--- config.mk ---
export PLATFORM = sky130hd
export DESIGN_NAME = irq_dist_tracker
export DESIGN_NICKNAME = d
export VERILOG_FILES = /design/src/rtl/irq_dist_pkg.sv /design/src/rtl/irq_line_state.sv /design/src/rtl/irq_arbiter.sv /design/src/rtl/prio_stack.sv /design/src/rtl/irq_dist_tracker.sv
export SDC_FILE = /design/constraint.sdc
export NUM_CORES = 1
export LEC_CHECK = 0
export ABC_CLOCK_PERIOD_IN_PS = 24700
export BUFFER_PORTS_ARGS = -buffer_cell sky130_fd_sc_hd__clkbuf_2
export CAP_MARGIN = 20
export CORE_UTILIZATION = 58
export DETAILED_ROUTE_END_ITERATION = 6
export PLACE_DENSITY_LB_ADDON = 0.3
export RECOVER_POWER = 25
export SYNTH_ARGS = -nofsm -noshare
export SYNTH_HDL_FRONTEND = slang
export SYNTH_SLANG_ARGS = --single-unit
export TNS_END_PERCENT = 50
--- constraint.sdc ---
create_clock -name clk -period 24.7 [get_ports clk]
set_input_delay 2.47 -clock clk [delete_from_list [all_inputs] [get_ports clk]]
set_output_delay 2.47 -clock clk [all_outputs]
set_load 0.02 [all_outputs]
--- src/rtl/irq_dist_pkg.sv ---
package irq_dist_pkg;

  typedef enum logic [1:0] {
    TRIG_LEVEL = 2'd0,
    TRIG_EDGE  = 2'd1,
    TRIG_MSG   = 2'd2
  } trig_e;

  // Message style wins over edge when both configuration bits are set.
  function automatic trig_e trig_of(input logic is_edge, input logic is_msg);
    if (is_msg)  return TRIG_MSG;
    if (is_edge) return TRIG_EDGE;
    return TRIG_LEVEL;
  endfunction

endpackage

--- src/rtl/irq_line_state.sv ---
module irq_line_state
  import irq_dist_pkg::*;
(
  input  logic  clk,
  input  logic  rst_n,
  input  logic  line_in,
  input  trig_e trig,
  input  logic  ack_hit,
  input  logic  force_hit,
  input  logic  deact_hit,
  output logic  pend,
  output logic  act
);

  logic line_prev;
  logic lvl_q;
  logic latch_q;
  logic act_q;
  logic rise;
  logic act_next;

  // Named internal event: a rising edge seen at this clock.
  assign rise = line_in & ~line_prev;

  always_comb begin
    if (trig == TRIG_MSG) act_next = 1'b0;
    else act_next = (act_q & ~deact_hit) | ack_hit | force_hit;
  end

  always_ff @(posedge clk) begin
    if (!rst_n) begin
      line_prev <= 1'b0;
      lvl_q     <= 1'b0;
      latch_q   <= 1'b0;
      act_q     <= 1'b0;
    end else begin
      line_prev <= line_in;
      lvl_q     <= line_in;
      latch_q   <= (latch_q & ~ack_hit) | rise;
      act_q     <= act_next;
    end
  end

  assign pend = (trig == TRIG_LEVEL) ? lvl_q : latch_q;
  assign act  = act_q;

  AST_LEVEL_TRACKS: assert property (@(posedge clk) disable iff (!rst_n)
    (trig == TRIG_LEVEL) |=> (trig != TRIG_LEVEL || pend == $past(line_in)));

  AST_EDGE_WHILE_ACTIVE: assert property (@(posedge clk) disable iff (!rst_n)
    (trig == TRIG_EDGE && act_q && rise && !deact_hit) |=> (trig != TRIG_EDGE || (pend && act)));

  AST_MSG_NO_ACTIVE: assert property (@(posedge clk) disable iff (!rst_n)
    (trig == TRIG_MSG && ack_hit && !rise) |=> (!act && (trig != TRIG_MSG || !pend)));

  AST_DEACT_IDLE_IGNORED: assert property (@(posedge clk) disable iff (!rst_n)
    (deact_hit && !act_q && !force_hit && !ack_hit) |=> !act);

endmodule

--- src/rtl/irq_arbiter.sv ---
module irq_arbiter #(
  parameter int N  = 8,
  parameter int PW = 3,
  localparam int IW = (N > 1) ? $clog2(N) : 1
) (
  input  logic            clk,
  input  logic            rst_n,
  input  logic [N-1:0]    pend,
  input  logic [N-1:0]    act,
  input  logic [N*PW-1:0] prio_flat,
  input  logic [PW:0]     run_prio,
  output logic            take_ok,
  output logic [IW-1:0]   best_id,
  output logic [PW-1:0]   best_prio
);

  logic [N-1:0] elig;
  logic         found;

  // Strictly more urgent: a lower number wins, so equal priorities do not replace.
  function automatic logic outranks(input logic [PW-1:0] a, input logic [PW-1:0] b);
    return a < b;
  endfunction

  function automatic logic beats_run(input logic [PW-1:0] p, input logic [PW:0] r);
    return {1'b0, p} < r;
  endfunction

  assign elig = pend & ~act;

  always_comb begin
    found     = 1'b0;
    best_id   = '0;
    best_prio = '1;
    for (int i = 0; i < N; i++) begin
      if (elig[i] && (!found || outranks(prio_flat[i*PW +: PW], best_prio))) begin
        found     = 1'b1;
        best_id   = IW'(i);
        best_prio = prio_flat[i*PW +: PW];
      end
    end
  end

  assign take_ok = found && beats_run(best_prio, run_prio);

  AST_PICK_NOT_ACTIVE: assert property (@(posedge clk) disable iff (!rst_n)
    found |-> (pend[best_id] && !act[best_id]));

endmodule

--- src/rtl/prio_stack.sv ---
module prio_stack #(
  parameter int DEPTH = 4,
  parameter int W     = 4,
  parameter int IDLE  = 8,
  localparam int CW = $clog2(DEPTH + 1),
  localparam int AW = (DEPTH > 1) ? $clog2(DEPTH) : 1
) (
  input  logic         clk,
  input  logic         rst_n,
  input  logic         push,
  input  logic [W-1:0] push_val,
  input  logic         pop,
  output logic [W-1:0] top,
  output logic         full,
  output logic         empty,
  output logic         pop_err
);

  logic [W-1:0]  stk [DEPTH];
  logic [CW-1:0] cnt;
  logic [AW-1:0] tos;
  logic          do_pop;
  logic          do_push;

  assign empty   = (cnt == '0);
  assign full    = (cnt == CW'(DEPTH));
  assign tos     = AW'(cnt - CW'(1));
  assign top     = empty ? W'(IDLE) : stk[tos];
  assign do_pop  = pop && !empty;
  assign do_push = push && !full && !pop;

  always_ff @(posedge clk) begin
    if (!rst_n) begin
      cnt     <= '0;
      pop_err <= 1'b0;
    end else begin
      pop_err <= pop && empty;
      if (do_pop)       cnt <= cnt - CW'(1);
      else if (do_push) cnt <= cnt + CW'(1);
    end
  end

  always_ff @(posedge clk) begin
    if (do_push) stk[AW'(cnt)] <= push_val;
  end

  AST_NO_OVERFLOW: assert property (@(posedge clk) disable iff (!rst_n)
    push |-> !full);

  AST_PUSH_RANKS: assert property (@(posedge clk) disable iff (!rst_n)
    push |-> (push_val < top));

  AST_PUSH_BECOMES_TOP: assert property (@(posedge clk) disable iff (!rst_n)
    (push && !pop) |=> (top == $past(push_val)));

  AST_EMPTY_POP_FLAG: assert property (@(posedge clk) disable iff (!rst_n)
    (pop && empty) |=> (pop_err && empty));

endmodule

--- src/rtl/irq_dist_tracker.sv ---
module irq_dist_tracker
  import irq_dist_pkg::*;
#(
  parameter int N      = 8,
  parameter int PW     = 3,
  parameter int SDEPTH = 4,
  localparam int IW   = (N > 1) ? $clog2(N) : 1,
  localparam int IDLE = 1 << PW
) (
  input  logic            clk,
  input  logic            rst_n,
  input  logic [N-1:0]    line_in,
  input  logic [N-1:0]    cfg_edge,
  input  logic [N-1:0]    cfg_msg,
  input  logic [N*PW-1:0] cfg_prio,
  input  logic            eoi_split,
  input  logic            ack_req,
  output logic            ack_valid,
  output logic            ack_spurious,
  output logic [IW-1:0]   ack_id,
  input  logic            eoi_req,
  input  logic [IW-1:0]   eoi_id,
  input  logic            deact_req,
  input  logic [IW-1:0]   deact_id,
  input  logic            force_req,
  input  logic [IW-1:0]   force_id,
  output logic            irq_out,
  output logic [PW:0]     run_prio,
  output logic            eoi_err,
  output logic [N-1:0]    pend_state,
  output logic [N-1:0]    act_state
);

  logic          take_ok;
  logic [IW-1:0] best_id;
  logic [PW-1:0] best_prio;
  logic          stk_full;
  logic          stk_empty;
  logic          ack_take;
  logic          eoi_live;
  logic [N-1:0]  ack_hit;
  logic [N-1:0]  deact_hit;
  logic [N-1:0]  force_hit;

  // Named internal events.
  assign ack_take = ack_req && !eoi_req && take_ok && !stk_full;
  assign eoi_live = eoi_req && !stk_empty;

  for (genvar g = 0; g < N; g++) begin : g_line
    assign ack_hit[g]   = ack_take && (best_id == IW'(g));
    assign force_hit[g] = force_req && (force_id == IW'(g));
    assign deact_hit[g] = (deact_req && (deact_id == IW'(g))) ||
                          (eoi_live && !eoi_split && (eoi_id == IW'(g)));

    irq_line_state u_line (
      .clk       (clk),
      .rst_n     (rst_n),
      .line_in   (line_in[g]),
      .trig      (trig_of(cfg_edge[g], cfg_msg[g])),
      .ack_hit   (ack_hit[g]),
      .force_hit (force_hit[g]),
      .deact_hit (deact_hit[g]),
      .pend      (pend_state[g]),
      .act       (act_state[g])
    );
  end

  irq_arbiter #(.N(N), .PW(PW)) u_arb (
    .clk       (clk),
    .rst_n     (rst_n),
    .pend      (pend_state),
    .act       (act_state),
    .prio_flat (cfg_prio),
    .run_prio  (run_prio),
    .take_ok   (take_ok),
    .best_id   (best_id),
    .best_prio (best_prio)
  );

  prio_stack #(.DEPTH(SDEPTH), .W(PW + 1), .IDLE(IDLE)) u_stack (
    .clk      (clk),
    .rst_n    (rst_n),
    .push     (ack_take),
    .push_val ({1'b0, best_prio}),
    .pop      (eoi_req),
    .top      (run_prio),
    .full     (stk_full),
    .empty    (stk_empty),
    .pop_err  (eoi_err)
  );

  assign irq_out = take_ok;

  always_ff @(posedge clk) begin
    if (!rst_n) begin
      ack_valid    <= 1'b0;
      ack_spurious <= 1'b0;
      ack_id       <= '0;
    end else begin
      ack_valid    <= ack_req;
      ack_spurious <= ack_req && !ack_take;
      ack_id       <= ack_take ? best_id : '0;
    end
  end

  AST_ACK_NEEDS_IRQ: assert property (@(posedge clk) disable iff (!rst_n)
    (ack_valid && !ack_spurious) |-> $past(irq_out));

  AST_FORCE_SETS_ACTIVE: assert property (@(posedge clk) disable iff (!rst_n)
    (force_req && !cfg_msg[force_id]) |=> act_state[$past(force_id)]);

  AST_SPLIT_EOI_KEEPS: assert property (@(posedge clk) disable iff (!rst_n)
    (eoi_req && eoi_split && act_state[eoi_id] && !(deact_req && deact_id == eoi_id))
      |=> act_state[$past(eoi_id)]);

endmodule

# Yosys cells after proc, flatten, opt, wreduce, memory -nomap -nowiden
# Memories as Yosys holds them, arrays and structs flattened.
# Cells that the tools add are included.
# totals
ff_bits	33
ramBits	12
in_bits	64
out_inout_bits	27
word_cells	343
n_memories	1
# memory_table
memory	words	word_bits	rd	rd_ports_with_merged_regs	wr	line	source
u_stack.stk	4	3	1	0	1	prio_stack.sv:19	logic [W-1:0] stk [DEPTH];
# classes
n_addsub	2
order_cmp	8
n_eq_ne	37
muxes	92
n_bitwise	75
n_reduce_logical	99
# op_table
op	n
2-to-1 mux 2 bit	34
equality test 3 bit, second input constant	17
logical AND 1 bit	49
2-to-1 mux 1 bit	43
2-to-1 mux 3 bit	14
inverter 1 bit	25
AND 1 bit	24
equality test 3 x 2 -> 1 bit, second input constant	8
OR 1 bit	24
< comparator 3 bit	7
equality test 2 bit, second input constant	8
zero test 2 bit	8
OR reduction 2 bit	8
zero test 3 bit	5
logical OR 1 bit	15
equality test 3 x 1 -> 1 bit, second input constant	4
zero test 1 bit	12
AND 8 bit	1
inverter 8 bit	1
< comparator 3 x 4 -> 1 bit	1
2-to-1 mux 4 bit	1
adder 3 x 1 -> 3 bit, second input constant	1
subtractor 3 x 1 -> 3 bit, second input constant	1
AND reduction 2 bit	1
nonzero test 2 bit	1

# Logic depth before layout (Yosys ltp)
# depth
ltp_word	44
ltp_mapped	55
ltp_nobuf	53

# Modules after synthesis
# Synthesis repeated with hierarchy kept, for this count alone.
# hier_totals
hier_cells	410
hier_area_um2	3667.3
# by_module_without_submodules
mod	n_inst	cells_per_inst	area_per_inst_um2	seq_area_each_um2
irq_arbiter	1	183	1276.2	0.0
irq_line_state	8	12	123.9	60.1
prio_stack	1	65	939.7	560.5
irq_dist_tracker	1	66	460.4	100.1

# Worst setup path after synthesis
# Ideal clock, no wire load.
# synth_path
path_type	input -> output
from	in cfg_edge[1]
to	out irq_out
arrival_ns	11.943
t_required_ns	22.230
setup_slack_ns	10.287
stages	49
n_path_buf	0
path_cell_list	or3b_1 a21o_1 o22ai_1 ha_1 o311ai_0 a31oi_1 o21ai_1 o2111a_1 a21oi_1 ha_1 nand2_1 a31oi_1 o211ai_2 nand2_1 nor2_1 a21oi_1 inv_1 ha_1 [... 13 more ...] a211o_1 or2_2 a221o_1 o211ai_4 inv_1 mux2i_1 ha_1 a2111oi_0 nand2_1 mux2i_1 or2_2 nand2_1 o21ai_0 ha_1 inv_1 o21bai_1 a21oi_1 o21a_1
# synth_via
elab_chain_cells	35
elab_cells_between_ends	49
cone_classes	order compare (7); mux (20); bitwise (1); reduce/logical (21)
# synth_lines
item	line	source
start: declaration	irq_dist_tracker.sv:13	input logic [N-1:0] cfg_edge,
2-to-1 mux 1 bit (2 in a row)	irq_dist_pkg.sv:12	if (is_edge) return TRIG_EDGE;
2-to-1 mux 2 bit (*)	irq_dist_pkg.sv:13	return TRIG_LEVEL;
2-to-1 mux 2 bit (*)	irq_dist_pkg.sv:12	
zero test 2 bit (*)	irq_line_state.sv:44	assign pend = (trig == TRIG_LEVEL) ? lvl_q : latch_q;
2-to-1 mux 1 bit (*)	irq_line_state.sv:44	
AND 8 bit (*)	irq_arbiter.sv:29	assign elig = pend & ~act;
logical AND 1 bit (*)	irq_arbiter.sv:36	if (elig[i] && (!found || outranks(prio_flat[i*PW +: PW], best_prio))) begin
2-to-1 mux 3 bit / 2-to-1 mux 1 bit (equally long branches)	irq_arbiter.sv:36	
[... 19 more ...]	-	
2-to-1 mux 3 bit / 2-to-1 mux 1 bit (equally long branches)	irq_arbiter.sv:36	
< comparator 3 bit / zero test 1 bit (equally long branches)	irq_arbiter.sv:22, irq_arbiter.sv:36	
logical OR 1 bit	irq_arbiter.sv:36	
logical AND 1 bit	irq_arbiter.sv:36	
2-to-1 mux 3 bit (*)	irq_arbiter.sv:36	
via best_prio[1]	irq_dist_tracker.sv:36	logic [PW-1:0] best_prio;
< comparator 3 x 4 -> 1 bit (*)	irq_arbiter.sv:26	return {1'b0, p} < r;
logical AND 1 bit (*)	irq_arbiter.sv:44	assign take_ok = found && beats_run(best_prio, run_prio);
end: declaration	irq_dist_tracker.sv:27	output logic irq_out,
# Mark *: on every way through the listed nets, which the timed path passes. The rest lies on a longest branch. The select of a mux whose other input is x is not followed.

# Worst setup path after layout
# Same ends and word-level chain as after synthesis.

==> run metrics <==
status complete, no violations; mean post-synth cell area 8.226 um^2; Initial Utilization 60.36%; Synth Area in Simple Gates 20.78%; post-route ant nets 0; pin count of the biggest net entering global routing 24; Syn Inst Count 437; count of cell types in the netlist 72; post-synth top area share 18.38%; final hold viol count 0; IO Pins 91; P per Cell Area 91.29 nW/um^2; period utilization 65.07%; adder-cell share of the synthesized area 5.151%; first-pass GRT wire length 14570 um; WL final 9580 um; crit path launch type input port; DRC 0; post-cts sizing count 0; via count 3686; setup ws final 8.627 ns; leading post-synthesis cells by cell area dfxtp_1, edfxtp_1, ha_1; CTS Buf Count 5; CTS sink cnt 45; share of layout cells above drive strength 1 21.81%; row count 28; TritonCTS clock tree done; Post-synth ARST share 0%; Synth area leader dfxtp_1; final slew viol count 0; sequential element share of the synthesized area 28.40%; gpl congestion 1.016; XOR/XNOR Fraction of Synth Area 0%; CP required 22.23 ns; setup TNS 0 ns; CTS HTree Levels 2; CP max-delay cell a2111oi_0; Pwr Total 0.3716 mW; number of global-route vias before repair 3193; Core Area 5956 um^2; Port-buffer cells 90; gr ovfl total 0; Synth Cell Area 3595 um^2; pre-CTS setup slack 8.780 ns; Vias per Instance 6.312; synth-to-layout area growth 13.23%; Ys Warns 0; Die Area 6517 um^2; P_leak 1.800 nW; Post-CTS Setup Inserts 0; Setup CP Type input port to primary output; register bit count reported by yosys 45; dpl cell area 3975 um^2; MaxCap Viol Count 0; hpwl dp 7480 um; die height 80.73 um; final setup fails 0; initial antenna violation count 0; Period minus WS final 16.07 ns; Layout Nets 586; area of the multi-input gates 2275 um^2; clock transition at the registers of the reported paths 0.08 ns; worst min path class register to register; CP Capture Type primary output; Slew HR 27.93%; Iter 0 DRT Violations 286; clock latency on the worst-skew pair 0.30 ns; average wire per standard cell 16.40 um; compound-cell area share of the yosys netlist 30.49%; synth cell count leaders nand2_1, inv_1, dfxtp_1; # hold bufs at CTS 0; Finished Cell Area 4070 um^2; chip width 80.73 um; Crit Path Max Fanout 8; largest stage delay on the critical path 0.90 ns; CTS root buf clkbuf_8; syn nets 515; crit path DAT 13.60 ns; Crit path top cell by count ha_1; CTS Buffer Depth 2; sequential cell area 1021 um^2; RSZ-0062 raised after global routing no; f_max 62.21 MHz; Worst VDD drop 0.00007852 V; combinational family with the most area after synthesis compound AO/OA/AOI/OAI gates; mux contribution to synthesized area 6.857%; Max Clock Skew 0.005515 ns; gr usage total 29.22%; Post-synth EDFFs 12; drt pass-1 iters 5; Slew @ Worst Pin 1.054 ns; Filler cells 526; Fin Hold WS 0.4571 ns; most common cell in the netlist nand2_1; ys flop type dfxtp_1; ANT cells 0
placed cells by master, fill, tap and decap left out, types with 4 or more instances in the layout:
cell type	count
a211oi_1	5
a21o_1	6
a21oi_1	31
a31oi_1	10
a32oi_1	5
and2_0	5
and2_1	5
and3_1	5
clkbuf_1	12
clkbuf_2	78
clkbuf_8	5
dfxtp_1	33
edfxtp_1	12
ha_1	14
inv_1	35
mux2i_1	16
nand2_1	40
nand2b_1	11
nand3_1	5
nor2_1	23
nor2b_1	11
nor3_1	6
o211ai_1	5
o21a_1	6
o21ai_0	22
o21ai_1	4
o21bai_1	5
o22ai_1	7
o311ai_0	4
o31ai_1	5
or2_2	8
or4b_1	4
power by group:
part	switching (mW)	total, mW	leakage, nW	internal, mW
Combinational	0.136	0.219	1.37	0.0834
Sequential	0.00694	0.0976	0.381	0.0906
Clock	0.0253	0.0551	0.0518	0.0298
Total	0.168	0.372	1.80	0.204
worst max-delay path, delay by kind of cell:
family                   cells  cell delay (ns)
AO/OA/AOI/OAI               24             6.33
AND/OR/NAND/NOR             10             1.65
buffers and inverters        6             0.53
adder cells (fa/ha/maj)      7             1.86
multiplexers                 3             0.75
state kept, by name, indices dropped and copies added, names as in the netlist:
signal,cells
g_line.u_line.line_prev,8
u_stack.cnt,3
g_line.u_line.act,8
ack_valid,1
ack_id,3
ack_spurious,1
u_stack.stk,12
g_line.u_line.latch_q,8
u_stack.pop_err,1
kinds of logic after synthesis:
| logic type | count (synthesis) |
|---|---|
| flops | 45 |
| simple gates | 141 |
| compound gates | 152 |
| buf+inv | 62 |
| mux | 22 |
| fa+ha+maj | 15 |
final cells by class:
type                       instances  share of cell area (%)
multi-input combinational        330                   55.89
inverter                          36                   3.320
sequential                        45                   25.08
timing repair buffer              90                   10.70
clock inverter                     3                   1.014
clock buffer                       5                   1.691
tap                               75                   2.306
stage by stage:
stage | instances | util (%)
3_3_place_gp | 576 | 66.74
6_report | 584 | 68.34
2_1_floorplan | 437 | -
4_1_cts | 584 | 68.59
3_5_place_dp | 576 | 66.74
5_1_grt | 584 | 68.34
path summary, 6_finish.rpt:
path	startpoint	slack [ns]	endpoint	depth (start not counted)
worst max-delay path	cfg_edge[1]	8.63	irq_out	50
worst min-delay path	g_line[3].u_line.line_prev	0.46	g_line[3].u_line.latch_q	1
worst max register to register	g_line[1].u_line.line_prev	12.06	g_line[1].u_line.latch_q	50
worst min register to register	g_line[3].u_line.line_prev	0.46	g_line[3].u_line.latch_q	1
routing by layer:
layer | track usage, % | part of all wire [%] | vias to the layer above
li1 | - | - | 1764
met5 | 0 | 0 | -
met2 | 48.31 | 45 | 215
met4 | 11.79 | 2.9 | 0
met1 | 37.09 | 43 | 1676
met3 | 5.795 | 8.6 | 31
Power figures use the tool's default switching activity.
